<file path="config.mk">
export PLATFORM = sky130hd
export DESIGN_NAME = echo_turnaround_ctrl
export DESIGN_NICKNAME = d
export VERILOG_FILES = /design/src/rtl/echo_ta_pkg.sv /design/src/rtl/echo_pend_fifo.sv /design/src/rtl/echo_silence_timer.sv /design/src/rtl/echo_turnaround_ctrl.sv
export SDC_FILE = /design/constraint.sdc
export NUM_CORES = 1
export LEC_CHECK = 0
export ABC_AREA = 1
export CAP_MARGIN = 20
export CORE_UTILIZATION = 46
export CTS_BUF_LIST = sky130_fd_sc_hd__clkbuf_8
export DETAILED_ROUTE_END_ITERATION = 10
export PLACE_DENSITY = 0.69
export SKIP_LAST_GASP = 1
export SLEW_MARGIN = 10
export SYNTH_ARGS = -nofsm -noshare
export SYNTH_HDL_FRONTEND = slang
export SYNTH_SLANG_ARGS = --single-unit
</file>
<file path="constraint.sdc">
create_clock -name clk -period 2.82 [get_ports clk]
set_clock_uncertainty 0.05 [all_clocks]
set_input_delay 0.705 -clock clk [delete_from_list [all_inputs] [get_ports clk]]
set_output_delay 0.705 -clock clk [all_outputs]
set_load 0.005 [all_outputs]
</file>
<file path="src/rtl/echo_ta_pkg.sv">
package echo_ta_pkg;

   // Receive-path mode; the driver is enabled exactly while checking echoes.
   typedef enum logic {
      PATH_NORMAL = 1'b0,
      PATH_ECHO   = 1'b1
   } rx_path_e;

endpackage

</file>
<file path="src/rtl/echo_pend_fifo.sv">
module echo_pend_fifo #(
   parameter int W     = 9,
   parameter int DEPTH = 4
) (
   input  logic                          clk,
   input  logic                          rst_n,
   input  logic                          push,
   input  logic [W-1:0]                  wdata,
   input  logic                          pop,
   input  logic                          flush,
   output logic [W-1:0]                  head,
   output logic                          empty,
   output logic                          full,
   output logic [$clog2(DEPTH+1)-1:0]    count
);
   localparam int PW = (DEPTH > 1) ? $clog2(DEPTH) : 1;
   localparam int CW = $clog2(DEPTH + 1);

   generate
      if (DEPTH < 4) begin : g_depth_chk
         $error("echo_pend_fifo: DEPTH must be at least 4");
      end
      if (W < 2) begin : g_width_chk
         $error("echo_pend_fifo: W must hold data and a last marker");
      end
   endgenerate

   logic [W-1:0]  mem [DEPTH];
   logic [PW-1:0] wr_ptr, rd_ptr, wr_nxt, rd_nxt;
   logic [CW-1:0] cnt_q;
   logic          do_push, do_pop;

   assign full    = (cnt_q == CW'(DEPTH));
   assign empty   = (cnt_q == '0);
   assign do_push = push && !full;
   assign do_pop  = pop && !empty;
   assign head    = mem[rd_ptr];
   assign count   = cnt_q;

   generate
      if ((1 << PW) == DEPTH) begin : g_wrap_pow2
         assign wr_nxt = wr_ptr + 1'b1;
         assign rd_nxt = rd_ptr + 1'b1;
      end else begin : g_wrap_cmp
         assign wr_nxt = (wr_ptr == PW'(DEPTH - 1)) ? '0 : wr_ptr + 1'b1;
         assign rd_nxt = (rd_ptr == PW'(DEPTH - 1)) ? '0 : rd_ptr + 1'b1;
      end
   endgenerate

   always_ff @(posedge clk) begin
      if (do_push) mem[wr_ptr] <= wdata;
   end

   always_ff @(posedge clk or negedge rst_n) begin
      if (!rst_n) begin
         wr_ptr <= '0;
         rd_ptr <= '0;
         cnt_q  <= '0;
      end else if (flush) begin
         wr_ptr <= '0;
         rd_ptr <= '0;
         cnt_q  <= '0;
      end else begin
         if (do_push) wr_ptr <= wr_nxt;
         if (do_pop)  rd_ptr <= rd_nxt;
         case ({do_push, do_pop})
            2'b10:   cnt_q <= cnt_q + 1'b1;
            2'b01:   cnt_q <= cnt_q - 1'b1;
            default: cnt_q <= cnt_q;
         endcase
      end
   end

   assert_fifo_bound_R10: assert property (@(posedge clk) disable iff (!rst_n)
      cnt_q <= CW'(DEPTH));

   assert_fifo_full_hold_R10: assert property (@(posedge clk) disable iff (!rst_n)
      (full && push && !pop && !flush) |=> (cnt_q == CW'(DEPTH)));

endmodule

</file>
<file path="src/rtl/echo_silence_timer.sv">
module echo_silence_timer #(
   parameter int TO_W = 16
) (
   input  logic            clk,
   input  logic            rst_n,
   input  logic            armed,
   input  logic            activity,
   input  logic [TO_W-1:0] limit,
   output logic            expire
);
   generate
      if (TO_W < 2) begin : g_to_chk
         $error("echo_silence_timer: TO_W must be at least 2");
      end
   endgenerate

   logic [TO_W-1:0] cnt_q;

   always_ff @(posedge clk or negedge rst_n) begin
      if (!rst_n)                 cnt_q <= '0;
      else if (!armed || activity) cnt_q <= '0;
      else if (cnt_q != '1)       cnt_q <= cnt_q + 1'b1;
   end

   assign expire = armed && !activity && (cnt_q >= limit);

endmodule

</file>
<file path="src/rtl/echo_turnaround_ctrl.sv">
module echo_turnaround_ctrl
   import echo_ta_pkg::*;
#(
   parameter int DATA_W         = 8,
   parameter int DEPTH          = 4,
   parameter int TO_W           = 16,
   parameter bit DROP_ERR_BYTES = 1'b1
) (
   input  logic              clk,
   input  logic              rst_n,
   input  logic              tx_valid,
   input  logic [DATA_W-1:0] tx_data,
   input  logic              tx_last,
   output logic              pend_full,
   input  logic              rx_valid,
   input  logic [DATA_W-1:0] rx_data,
   input  logic              rx_frame_err,
   input  logic [TO_W-1:0]   timeout_cycles,
   output logic              drv_en,
   output logic              echo_mode,
   output logic              dout_valid,
   output logic [DATA_W-1:0] dout_data,
   output logic              collision_flag,
   output logic              timeout_flag
);
   localparam int EW = DATA_W + 1;
   localparam int CW = $clog2(DEPTH + 1);

   generate
      if (DATA_W < 5 || DATA_W > 9) begin : g_dw_chk
         $error("echo_turnaround_ctrl: DATA_W must be a serial character width 5..9");
      end
   endgenerate

   rx_path_e          path_q;
   logic              echo_on;
   logic              tx_take, echo_rx, do_pop, mismatch, release_last, msg_start;
   logic              expire, deliver, q_empty, q_full;
   logic [EW-1:0]     q_head;
   logic [DATA_W-1:0] head_data;
   logic              head_last;
   logic [CW-1:0]     q_count;
   logic              coll_q, tmo_q, dv_q;
   logic [DATA_W-1:0] dd_q;

   assign echo_on   = (path_q == PATH_ECHO);
   assign tx_take   = tx_valid && !q_full;
   assign msg_start = tx_take && !echo_on;
   assign echo_rx   = rx_valid && echo_on;
   assign do_pop    = echo_rx && !q_empty;
   assign {head_last, head_data} = q_head;

   assign mismatch     = echo_rx && (q_empty || rx_frame_err || (head_data != rx_data));
   assign release_last = do_pop && head_last && (q_count == CW'(1)) && !tx_take;

   echo_pend_fifo #(.W(EW), .DEPTH(DEPTH)) pend_i (
      .clk   (clk),
      .rst_n (rst_n),
      .push  (tx_take),
      .wdata ({tx_last, tx_data}),
      .pop   (do_pop),
      .flush (expire),
      .head  (q_head),
      .empty (q_empty),
      .full  (q_full),
      .count (q_count)
   );

   echo_silence_timer #(.TO_W(TO_W)) quiet_i (
      .clk      (clk),
      .rst_n    (rst_n),
      .armed    (echo_on),
      .activity (tx_take || rx_valid),
      .limit    (timeout_cycles),
      .expire   (expire)
   );

   // Direction and receive-path mode switch together.
   always_ff @(posedge clk or negedge rst_n) begin
      if (!rst_n)            path_q <= PATH_NORMAL;
      else if (expire)       path_q <= PATH_NORMAL;
      else if (tx_take)      path_q <= PATH_ECHO;
      else if (release_last) path_q <= PATH_NORMAL;
   end

   always_ff @(posedge clk or negedge rst_n) begin
      if (!rst_n) begin
         coll_q <= 1'b0;
         tmo_q  <= 1'b0;
      end else if (msg_start) begin
         coll_q <= 1'b0;
         tmo_q  <= 1'b0;
      end else begin
         if (mismatch) coll_q <= 1'b1;
         if (expire)   tmo_q  <= 1'b1;
      end
   end

   generate
      if (DROP_ERR_BYTES) begin : g_drop_err
         assign deliver = rx_valid && !echo_on && !rx_frame_err;
      end else begin : g_keep_err
         assign deliver = rx_valid && !echo_on;
      end
   endgenerate

   always_ff @(posedge clk or negedge rst_n) begin
      if (!rst_n) begin
         dv_q <= 1'b0;
         dd_q <= '0;
      end else begin
         dv_q <= deliver;
         if (deliver) dd_q <= rx_data;
      end
   end

   assign pend_full      = q_full;
   assign drv_en         = echo_on;
   assign echo_mode      = echo_on;
   assign dout_valid     = dv_q;
   assign dout_data      = dd_q;
   assign collision_flag = coll_q;
   assign timeout_flag   = tmo_q;

   assert_drive_after_tx_R2: assert property (@(posedge clk) disable iff (!rst_n)
      (tx_valid && !pend_full) |=> drv_en);

   assert_no_echo_delivery_R3: assert property (@(posedge clk) disable iff (!rst_n)
      dout_valid |-> ($past(rx_valid) && !$past(echo_mode)));

   assert_release_cause_R4: assert property (@(posedge clk) disable iff (!rst_n)
      $fell(drv_en) |-> ($past(rx_valid) || $past(expire)));

   assert_flag_sticky_R8: assert property (@(posedge clk) disable iff (!rst_n)
      (collision_flag && !(tx_valid && !drv_en)) |=> collision_flag);

   assert_timeout_release_R9: assert property (@(posedge clk) disable iff (!rst_n)
      $rose(timeout_flag) |-> $fell(drv_en));

endmodule

</file>
# Yosys cells after proc, flatten, opt, wreduce, memory -nomap -nowiden
# Memory sizes are Yosys's and may differ from the RTL's.
# Index checks and enable logic that the tools add are counted.
dict set report op_classes {
  addsub 5
  n_lt_le_gt_ge 1
  n_eq_ne 6
  mux 17
  reduce_logical 32
}
# cell n
set ops {}
lappend ops {{2-to-1 mux 16 bit} 2}
lappend ops {{adder 16 x 1 -> 16 bit, second input constant} 1}
lappend ops {{>= comparator 16 bit} 1}
lappend ops {{!= test 16 bit, second input constant} 1}
lappend ops {{logical AND 1 bit} 14}
lappend ops {{nonzero test 2 bit} 5}
lappend ops {{2-to-1 mux 1 bit} 9}
lappend ops {{2-to-1 mux 2 bit} 4}
lappend ops {{!= test 8 bit} 1}
lappend ops {{zero test 1 bit} 6}
lappend ops {{case mux 3 bit (2 select lines)} 1}
lappend ops {{nonzero test 3 bit} 2}
lappend ops {{adder 2 x 1 -> 2 bit, second input constant} 2}
lappend ops {{logical OR 1 bit} 4}
lappend ops {{adder 3 x 1 -> 3 bit, second input constant} 1}
lappend ops {{equality test 3 x 1 -> 1 bit, second input constant} 1}
lappend ops {{equality test 3 bit, second input constant} 1}
lappend ops {{zero test 3 bit} 1}
lappend ops {{2-to-1 mux 3 bit} 1}
lappend ops {{subtractor 3 x 1 -> 3 bit, second input constant} 1}
lappend ops {{equality test 2 x 1 -> 1 bit, second input constant} 1}
lappend ops {{equality test 2 bit, second input constant} 1}
dict set report word_totals {
  ff_bits 35
  ram_bits 36
  inputBits 38
  out_inout_bits 14
  word_cells 71
  memories 1
}
# name depth width read_ports rd_ports_with_merged_regs write_ports line_no
set mem_list {}
lappend mem_list {pend_i.mem 4 9 1 0 1 echo_pend_fifo.sv:28} ;# logic [W-1:0] mem [DEPTH];

# Depth between registers and ports, before layout
# Gate-level depths: netlist of the first run.
dict set report depth {
  word_depth 9
  depth_mapped 11
}

# Modules after synthesis
# From an unflattened synthesis of the first run, not the netlist that was laid out.
dict set report hier_totals {
  hier_cells 434
  hier_area_um2 3858.7
}
# module n_inst cells_per_inst area_per_inst_um2 seq_area_each_um2
set modules_own_cells {}
lappend modules_own_cells {echo_pend_fifo 1 153 1838.0 1256.2}
lappend modules_own_cells {echo_silence_timer 1 187 1338.8 400.4}
lappend modules_own_cells {echo_turnaround_ctrl 1 94 681.9 300.3}

# Worst setup path before layout of the first run
# No wires, ideal clock.
dict set report synth_path {
  path_kind {input -> register}
  start {input timeout_cycles[7]}
  end {register path_q (netlist: drv_en)}
  arrival_time_ns 1.737
  slack_ns 0.903
  stages 9
  path_buffers 0
  cell_sequence {inv_1 ha_1 nand2_1 a21oi_1 nor2_1 o21ai_0 nand3_1 a21oi_2 o21ai_1}
}
dict set report synth_between {
  elab_chain_len 3
  elab_cells_between_ends 4
}
# element line_no
set synth_lines {}
lappend synth_lines {{start, declared} echo_turnaround_ctrl.sv:18} ;# input logic [TO_W-1:0] timeout_cycles,
lappend synth_lines {{>= comparator 16 bit (*)} echo_silence_timer.sv:25} ;# assign expire = armed && !activity && (cnt_q >= limit);
lappend synth_lines {{logical AND 1 bit (*)} echo_silence_timer.sv:25}
lappend synth_lines {{nonzero test 3 bit (no line) or 2-to-1 mux 1 bit (tied branches)} n/a}
lappend synth_lines {{end signal, assigned} echo_turnaround_ctrl.sv:80} ;# if (!rst_n) path_q <= PATH_NORMAL;
lappend synth_lines {{end signal, assigned} echo_turnaround_ctrl.sv:81} ;# else if (expire) path_q <= PATH_NORMAL;
lappend synth_lines {{end signal, assigned} echo_turnaround_ctrl.sv:82} ;# else if (tx_take) path_q <= PATH_ECHO;
lappend synth_lines {{end, declared} echo_turnaround_ctrl.sv:35} ;# rx_path_e path_q;
# Every way passes the cells marked *; elsewhere a longest branch is shown, timed or not.
# A chain may end at the register's enable or synchronous reset.

# Worst setup path in the final report of the first run
dict set report layout_path {
  start {register pend_i.cnt_q[0] (netlist: pend_i.count[0])}
  end {output pend_full}
}
dict set report layout_between {
  elab_chain_len 1
}
# element line_no
set layout_lines {}
lappend layout_lines {{start, declared} echo_pend_fifo.sv:30} ;# logic [CW-1:0] cnt_q;
lappend layout_lines {{start signal, assigned} echo_pend_fifo.sv:67} ;# 2'b10: cnt_q <= cnt_q + 1'b1;
lappend layout_lines {{start signal, assigned} echo_pend_fifo.sv:68} ;# 2'b01: cnt_q <= cnt_q - 1'b1;
lappend layout_lines {{start signal, assigned} echo_pend_fifo.sv:69} ;# default: cnt_q <= cnt_q;
lappend layout_lines {{equality test 3 bit} echo_pend_fifo.sv:33} ;# assign full = (cnt_q == CW'(DEPTH));
lappend layout_lines {{end, declared} echo_turnaround_ctrl.sv:14} ;# output logic pend_full,
# Every way passes these cells.

==> reports/results.ini, run 1 <==
[finish]
antennaDiodeCount = 0
drive_gt1_share_pct = 9.48
final_area_sq_mm = 0.00468
nets = 554
area_growth_pct = 22.9

[timing]
slew-limit-headroom_pct = 67.7
max_freq_mhz = 407
rsz0062_at_grt = false
fin_crit_ns = 2.46
timing.final.crit_share_pct = 87.2
drv_slew = 0
worstMarginPinSlew_ns = 0.480
setup_tns_ns = 0
hold_viol = 0
setup_viol = 0

[clocking]
htree_levels = 3
path_clk_slew_ns = 0.09
cts.path.max_buffers = 2
cts-root-buf = clkbuf_8
cts-resized-gates = 0
cts.sinks = 71
clk_latency_ns = 0.35
cts_hold_buf = 0
cts_tree = done
post_cts.repair.setup_buffers = 0
cts_made_buffers = 9

[power_and_ir_drop]
powerDensity_mw_per_mm2 = 747
p_sw_mw = 1.24
intPower_mw = 2.25
leakage_nw = 2.16
swShare_pct = 35.5
pwr-share-comb_pct = 34.4
vdd_ir_drop_max_uv = 498
clkPwrFrac_pct = 24.5
p_seq_share_pct = 41.1

[placed_design]
port_buffers = 51
gp_congestion = 0.855
post_dp_cell_area_sq_mm = 0.00447
dp_hpwl_mm = 5.81

[hold_path]
hp-class = reg2reg

[yosys]
synth.largest_area_cell = edfxtp_1
synthCells = 427
synth.most_common_cell = nand2_1
ys.flop_type = edfxtp_1
synth_seq_cells = 71
yosysUniqueCellTypes = 35
synth_area_per_cell_sq_um = 8.91
synthArstFlopShare_pct = 49.3
syn_area_sq_mm = 0.00381
syn-num-nets = 490
synth-edff-count = 36
synth_top_area_share_pct = 28.4
synth.top_cells.by_count = nand2_1 (103), inv_1 (61), edfxtp_1 (36)
ys_seq_area_share_pct = 51.4
synth_area_leaders = edfxtp_1 (28%), dfrtp_1 (23%), nand2_1 (10%), ha_1 (8.2%), inv_1 (6.0%)
yosysWarnings = 0

[critical_path]
crit_type = reg2out
cp-end-kind = primary output
critPathMaxFanout = 3
worstPathArrival_ns = 1.70
critPathRequiredTime_ns = 2.07
startpoint_type = flip-flop

[die]
core_area_sq_mm = 0.00785
rows = 32
fp.dieH_um = 93.0
start_util_pct = 48.5
design.die.area_sq_mm = 0.00864
chipWidth_um = 93.0
pin_count = 52

[global_route]
grt_max_degree = 36
grt.total_usage_pct = 19.9
grt_pass1_wl_mm = 13.0
antenna_found_initial = 0
grt_pass1_vias = 2861
overflow = 0

[routing]
wl_mm = 7.97
drt-wirelength-per-cell_um = 13.3
num_vias = 3050
drtAntennaViolNets = 0
drt-initial-drc-count = 133
remaining_drc_errors = 0
viasPerCell = 5.10
first_pass_iters = 6

[flow_run]
cap_viol_max_count = 0

[outcome]
status = complete, no violations

-- path summary, 6_finish.rpt --
| kind | start | to | slack, ns | cells after the start |
|---|---|---|---|---|
| min reg2reg | dout_data[3] | dout_data[3] | 0.44 | 2 |
| min in group asynchronous | rst_n | pend_i.wr_ptr[0] | 0.71 | 2 |
| max in group asynchronous | rst_n | quiet_i.cnt_q[6] | 1.67 | 2 |
| max | pend_i.count[0] | pend_full | 0.36 | 5 |
| min | dout_data[3] | dout_data[3] | 0.44 | 2 |
| max reg2reg | pend_i.count[0] | drv_en | 0.70 | 9 |
-- power by group through the flow --
stage | Sequential, mW | Combinational, mW | Clock, mW
floorplan | 1.43 | 0.763 | 0
global placement | 1.45 | 1.17 | 0
detailed placement | 1.45 | 1.21 | 0
CTS | 1.43 | 1.21 | 0.873
global route | 1.45 | 1.37 | 0.925
finish | 1.44 | 1.20 | 0.855
-- state kept, by name (all words and copies together) (netlist names), 2 cells and up --
signal         flops
dout_data          8
pend_i.count       3
quiet_i.cnt_q     16
pend_i.wr_ptr      2
pend_i.mem        36
pend_i.rd_ptr      2
-- layout make-up --
class / instances / area [sq um]
inverter: 66 / 248
tap: 102 / 128
clock buffer: 9 / 124
fill: 704 / 3170
clock inverter: 7 / 85.1
timing repair buffer: 61 / 586
multi-input combinational: 282 / 1550
sequential: 71 / 1960
-- stage by stage --
| stage | power, mW | setup slack, ns | util (%) | instances | hold WS, ns |
|---|---|---|---|---|---|
| CTS | 3.52 | 0.360 | 59.6 | 598 | 0.452 |
| global route | 3.75 | 0.284 | 59.6 | 598 | 0.477 |
| finish | 3.49 | 0.362 | 59.6 | 598 | 0.442 |
| floorplan | 2.20 | 0.903 | - | 427 | 0.359 |
| global placement | 2.62 | 0.185 | 57.0 | 582 | 0.423 |
| detailed placement | 2.66 | 0.0731 | 57.0 | 582 | 0.427 |
-- cell usage in the layout (no fill, tap or decap), drive strengths merged --
master / count
bufinv: 1
a31o: 1
buf: 10
nor4: 3
a31oi: 6
a21oi: 14
ha: 25
o21ai: 26
edfxtp: 36
clkinvlp: 2
a21o: 1
xor2: 3
o21bai: 1
o22ai: 1
o31ai: 2
xnor2: 1
nor2: 37
nand2: 107
nand3: 35
dfrtp: 35
nor3: 10
inv: 69
o21a: 2
clkdlybuf4s50: 51
clkbuf: 9
nand4: 6
clkinv: 1
nor3b: 1
-- routing by layer --
layer  vias to the layer above  track usage [%]  wire length [um]
li1                       1533                -                 -
met1                      1428             24.2              3520
met2                        79             34.1              3960
met3                        10             3.69               363
met4                         0             8.97               123
met5                         -                0                 0
-- cell families after synthesis --
group	Yosys count	synth area share, %
compound gates	54	7.92
xor+xnor	4	0.921
fa+ha+maj	25	8.22
buf+inv	74	7.82
flops	71	51.4
simple gates	199	23.7
-- worst max-delay path, cell delays in order, from the launching register on --
cell and delay (ns):
dfrtp_1 0.43, inv_1 0.13, ha_1 0.18, nand2_1 0.08, inv_1 0.05, clkdlybuf4s50_1 0.49
(Power assumes the default switching activity.)
==> run 2: changes to the inputs <==
--- a/config.mk
+++ b/config.mk
@@ -10,6 +10,7 @@
 export CORE_UTILIZATION = 46
 export CTS_BUF_LIST = sky130_fd_sc_hd__clkbuf_8
 export DETAILED_ROUTE_END_ITERATION = 10
+export GPL_ROUTABILITY_DRIVEN = 0
 export PLACE_DENSITY = 0.69
 export SKIP_LAST_GASP = 1
 export SLEW_MARGIN = 10
==> results of run 2 <==
Final layout, timing and power as in run 1 (identical DEF).
==> run 3: changes to the inputs <==
--- a/config.mk
+++ b/config.mk
@@ -7,6 +7,7 @@
 export LEC_CHECK = 0
 export ABC_AREA = 1
 export CAP_MARGIN = 20
+export CORE_MARGIN = 8
 export CORE_UTILIZATION = 46
 export CTS_BUF_LIST = sky130_fd_sc_hd__clkbuf_8
 export DETAILED_ROUTE_END_ITERATION = 10
==> constraint.sdc (replaced) <==
create_clock -name clk -period 2.82 [get_ports clk]
set_clock_uncertainty 0.05 [all_clocks]
set_input_delay 0.705 -clock clk [delete_from_list [all_inputs] [get_ports clk]]
set_output_delay 0.705 -clock clk [all_outputs]
set_load 0.02 [all_outputs]
==> run 3 against run 2 <==
Clock-buffer cell count unchanged. Final cell count is 0.33% higher. Die area increased by 32%. Flip-flop and latch count unchanged.
==> reports/results.ini, run 3 (synthesis gave the netlist of run 1 again) <==
[finish]
nets = 553
final_util_pct = 57.2
fillers = 723
antennaDiodeCount = 0
drive_gt1_share_pct = 9.29
top_register = pend_i.mem
layout.cells.most_common = nand2_1
largest_reg_flops = 36
area_growth_pct = 22.2
mostFrequentLayoutCells = nand2_1 (103), inv_1 (61), clkdlybuf4s50_1 (51)

[global_route]
grtUsageMet3_pct = 4.20
use_met1_pct = 18.5
overflow = 0
grt_pass1_wl_mm = 14.0
grtUsageMet2_pct = 25.7
grt_pass1_vias = 3038
grt_max_degree = 36
grt.total_usage_pct = 15.4
antenna_found_initial = 0
top_usage_layer = met2

[critical_path]
critPathMaxFanout = 3
startpoint_type = flip-flop
worstPathArrival_ns = 1.78
crit_type = reg2out
critPathRequiredTime_ns = 2.07
cp-end-kind = primary output

[routing]
viasPerCell = 5.02
wl_mm = 8.22
drt-initial-drc-count = 126
first_pass_iters = 4
remaining_drc_errors = 0
drt-wirelength-per-cell_um = 13.7
num_vias = 3012
drtAntennaViolNets = 0

[clocking]
cts_hold_buf = 0
cts-root-buf = clkbuf_8
cts_made_buffers = 9
post_cts.repair.setup_buffers = 0
path_clk_slew_ns = 0.09
htree_levels = 3
cts.path.max_buffers = 2
clk_latency_ns = 0.35
cts.sinks = 71
cts_tree = done
cts-resized-gates = 0

[timing]
worstMarginPinSlew_ns = 0.495
slew-limit-headroom_pct = 66.7
fin_crit_ns = 2.54
timing.final.crit_share_pct = 90.0
drv_slew = 0
rsz0062_at_grt = false
hold_viol = 0
max_freq_mhz = 394
setup_tns_ns = 0
setup_viol = 0

[outcome]
status = complete, no violations

[placed_design]
port_buffers = 51
dp_hpwl_mm = 6.24

[power_and_ir_drop]
powerDensity_mw_per_mm2 = 744
leakage_nw = 2.15
vdd_ir_drop_max_uv = 396

[die]
design.die.area_sq_mm = 0.0114
pin_count = 52
fp.dieH_um = 107
rows = 33
start_util_pct = 46.8
chipWidth_um = 107
core_area_sq_mm = 0.00813

[hold_path]
hp-class = reg2reg

[flow_run]
cap_viol_max_count = 0

==> run 3: cell count changes in the layout (fill, tap and decap cells not counted) <==
cell | previous run | this run
buf_4 | 10 | 9
inv_8 | 2 | 1
inv_6 | 2 | 3
bufinv_16 | 1 | 0
clkinv_4 | 0 | 1
==> run 3: stage by stage <==
step | power [mW] | hold WS [ns] | cell area (sq um) | instances | setup WS [ns]
final | 3.46 | 0.448 | 4650 | 600 | 0.283
after global routing | 3.72 | 0.476 | 4650 | 600 | 0.183
after CTS | 3.50 | 0.446 | 4650 | 600 | 0.260
after detailed placement | 2.75 | 0.418 | 4470 | 584 | 0.136
after global placement | 2.71 | 0.423 | 4470 | 584 | 0.214
after floorplan | 2.28 | 0.359 | 3810 | 427 | 0.903
==> run 3: cell type report <==
| cell class | count | area [sq um] | area share, % |
|---|---|---|---|
| Clock buffer | 9 | 124 | 2.66 |
| Inverter | 66 | 248 | 5.33 |
| Timing Repair Buffer | 60 | 578 | 12.4 |
| Clock inverter | 7 | 61.3 | 1.32 |
| Tap cell | 105 | 131 | 2.82 |
| Multi-Input combinational cell | 282 | 1550 | 33.4 |
| Sequential cell | 71 | 1960 | 42.1 |
==> run 3: worst max-delay path, cell delays in order (launching register included) <==
cell	delay [ns]
dfrtp_1	0.42
inv_1	0.12
ha_1	0.18
nand2_1	0.07
inv_1	0.05
clkdlybuf4s50_1	0.60
==> run 3: worst paths after layout <==
| path | from | to | cells past startpoint | slack (ns) |
|---|---|---|---|---|
| worst max-delay path | pend_i.count[0] | pend_full | 5 | 0.28 |
| worst min-delay path | dout_data[3] | dout_data[3] | 2 | 0.45 |
| worst max register to register | pend_i.count[0] | drv_en | 9 | 0.86 |
| worst min register to register | dout_data[3] | dout_data[3] | 2 | 0.45 |
| max in group asynchronous | rst_n | quiet_i.cnt_q[8] | 2 | 1.68 |
| min in group asynchronous | rst_n | dout_data[0] | 2 | 0.73 |
==> run 3: routing by layer <==
| metal | part of all wire, % | wire, um |
|---|---|---|
| met1 | 43 | 3490 |
| met5 | 0 | 0 |
| met4 | 1.1 | 87 |
| met3 | 6.1 | 505 |
| met2 | 50 | 4130 |
==> run 3: power by group <==
group	leakage [nW]	total (mW)	internal, mW	switching [mW]
sequential	0.781	1.44	1.32	0.116
combinational	1.28	1.28	0.504	0.772
clock	0.0888	0.748	0.335	0.413
total	2.15	3.46	2.16	1.30
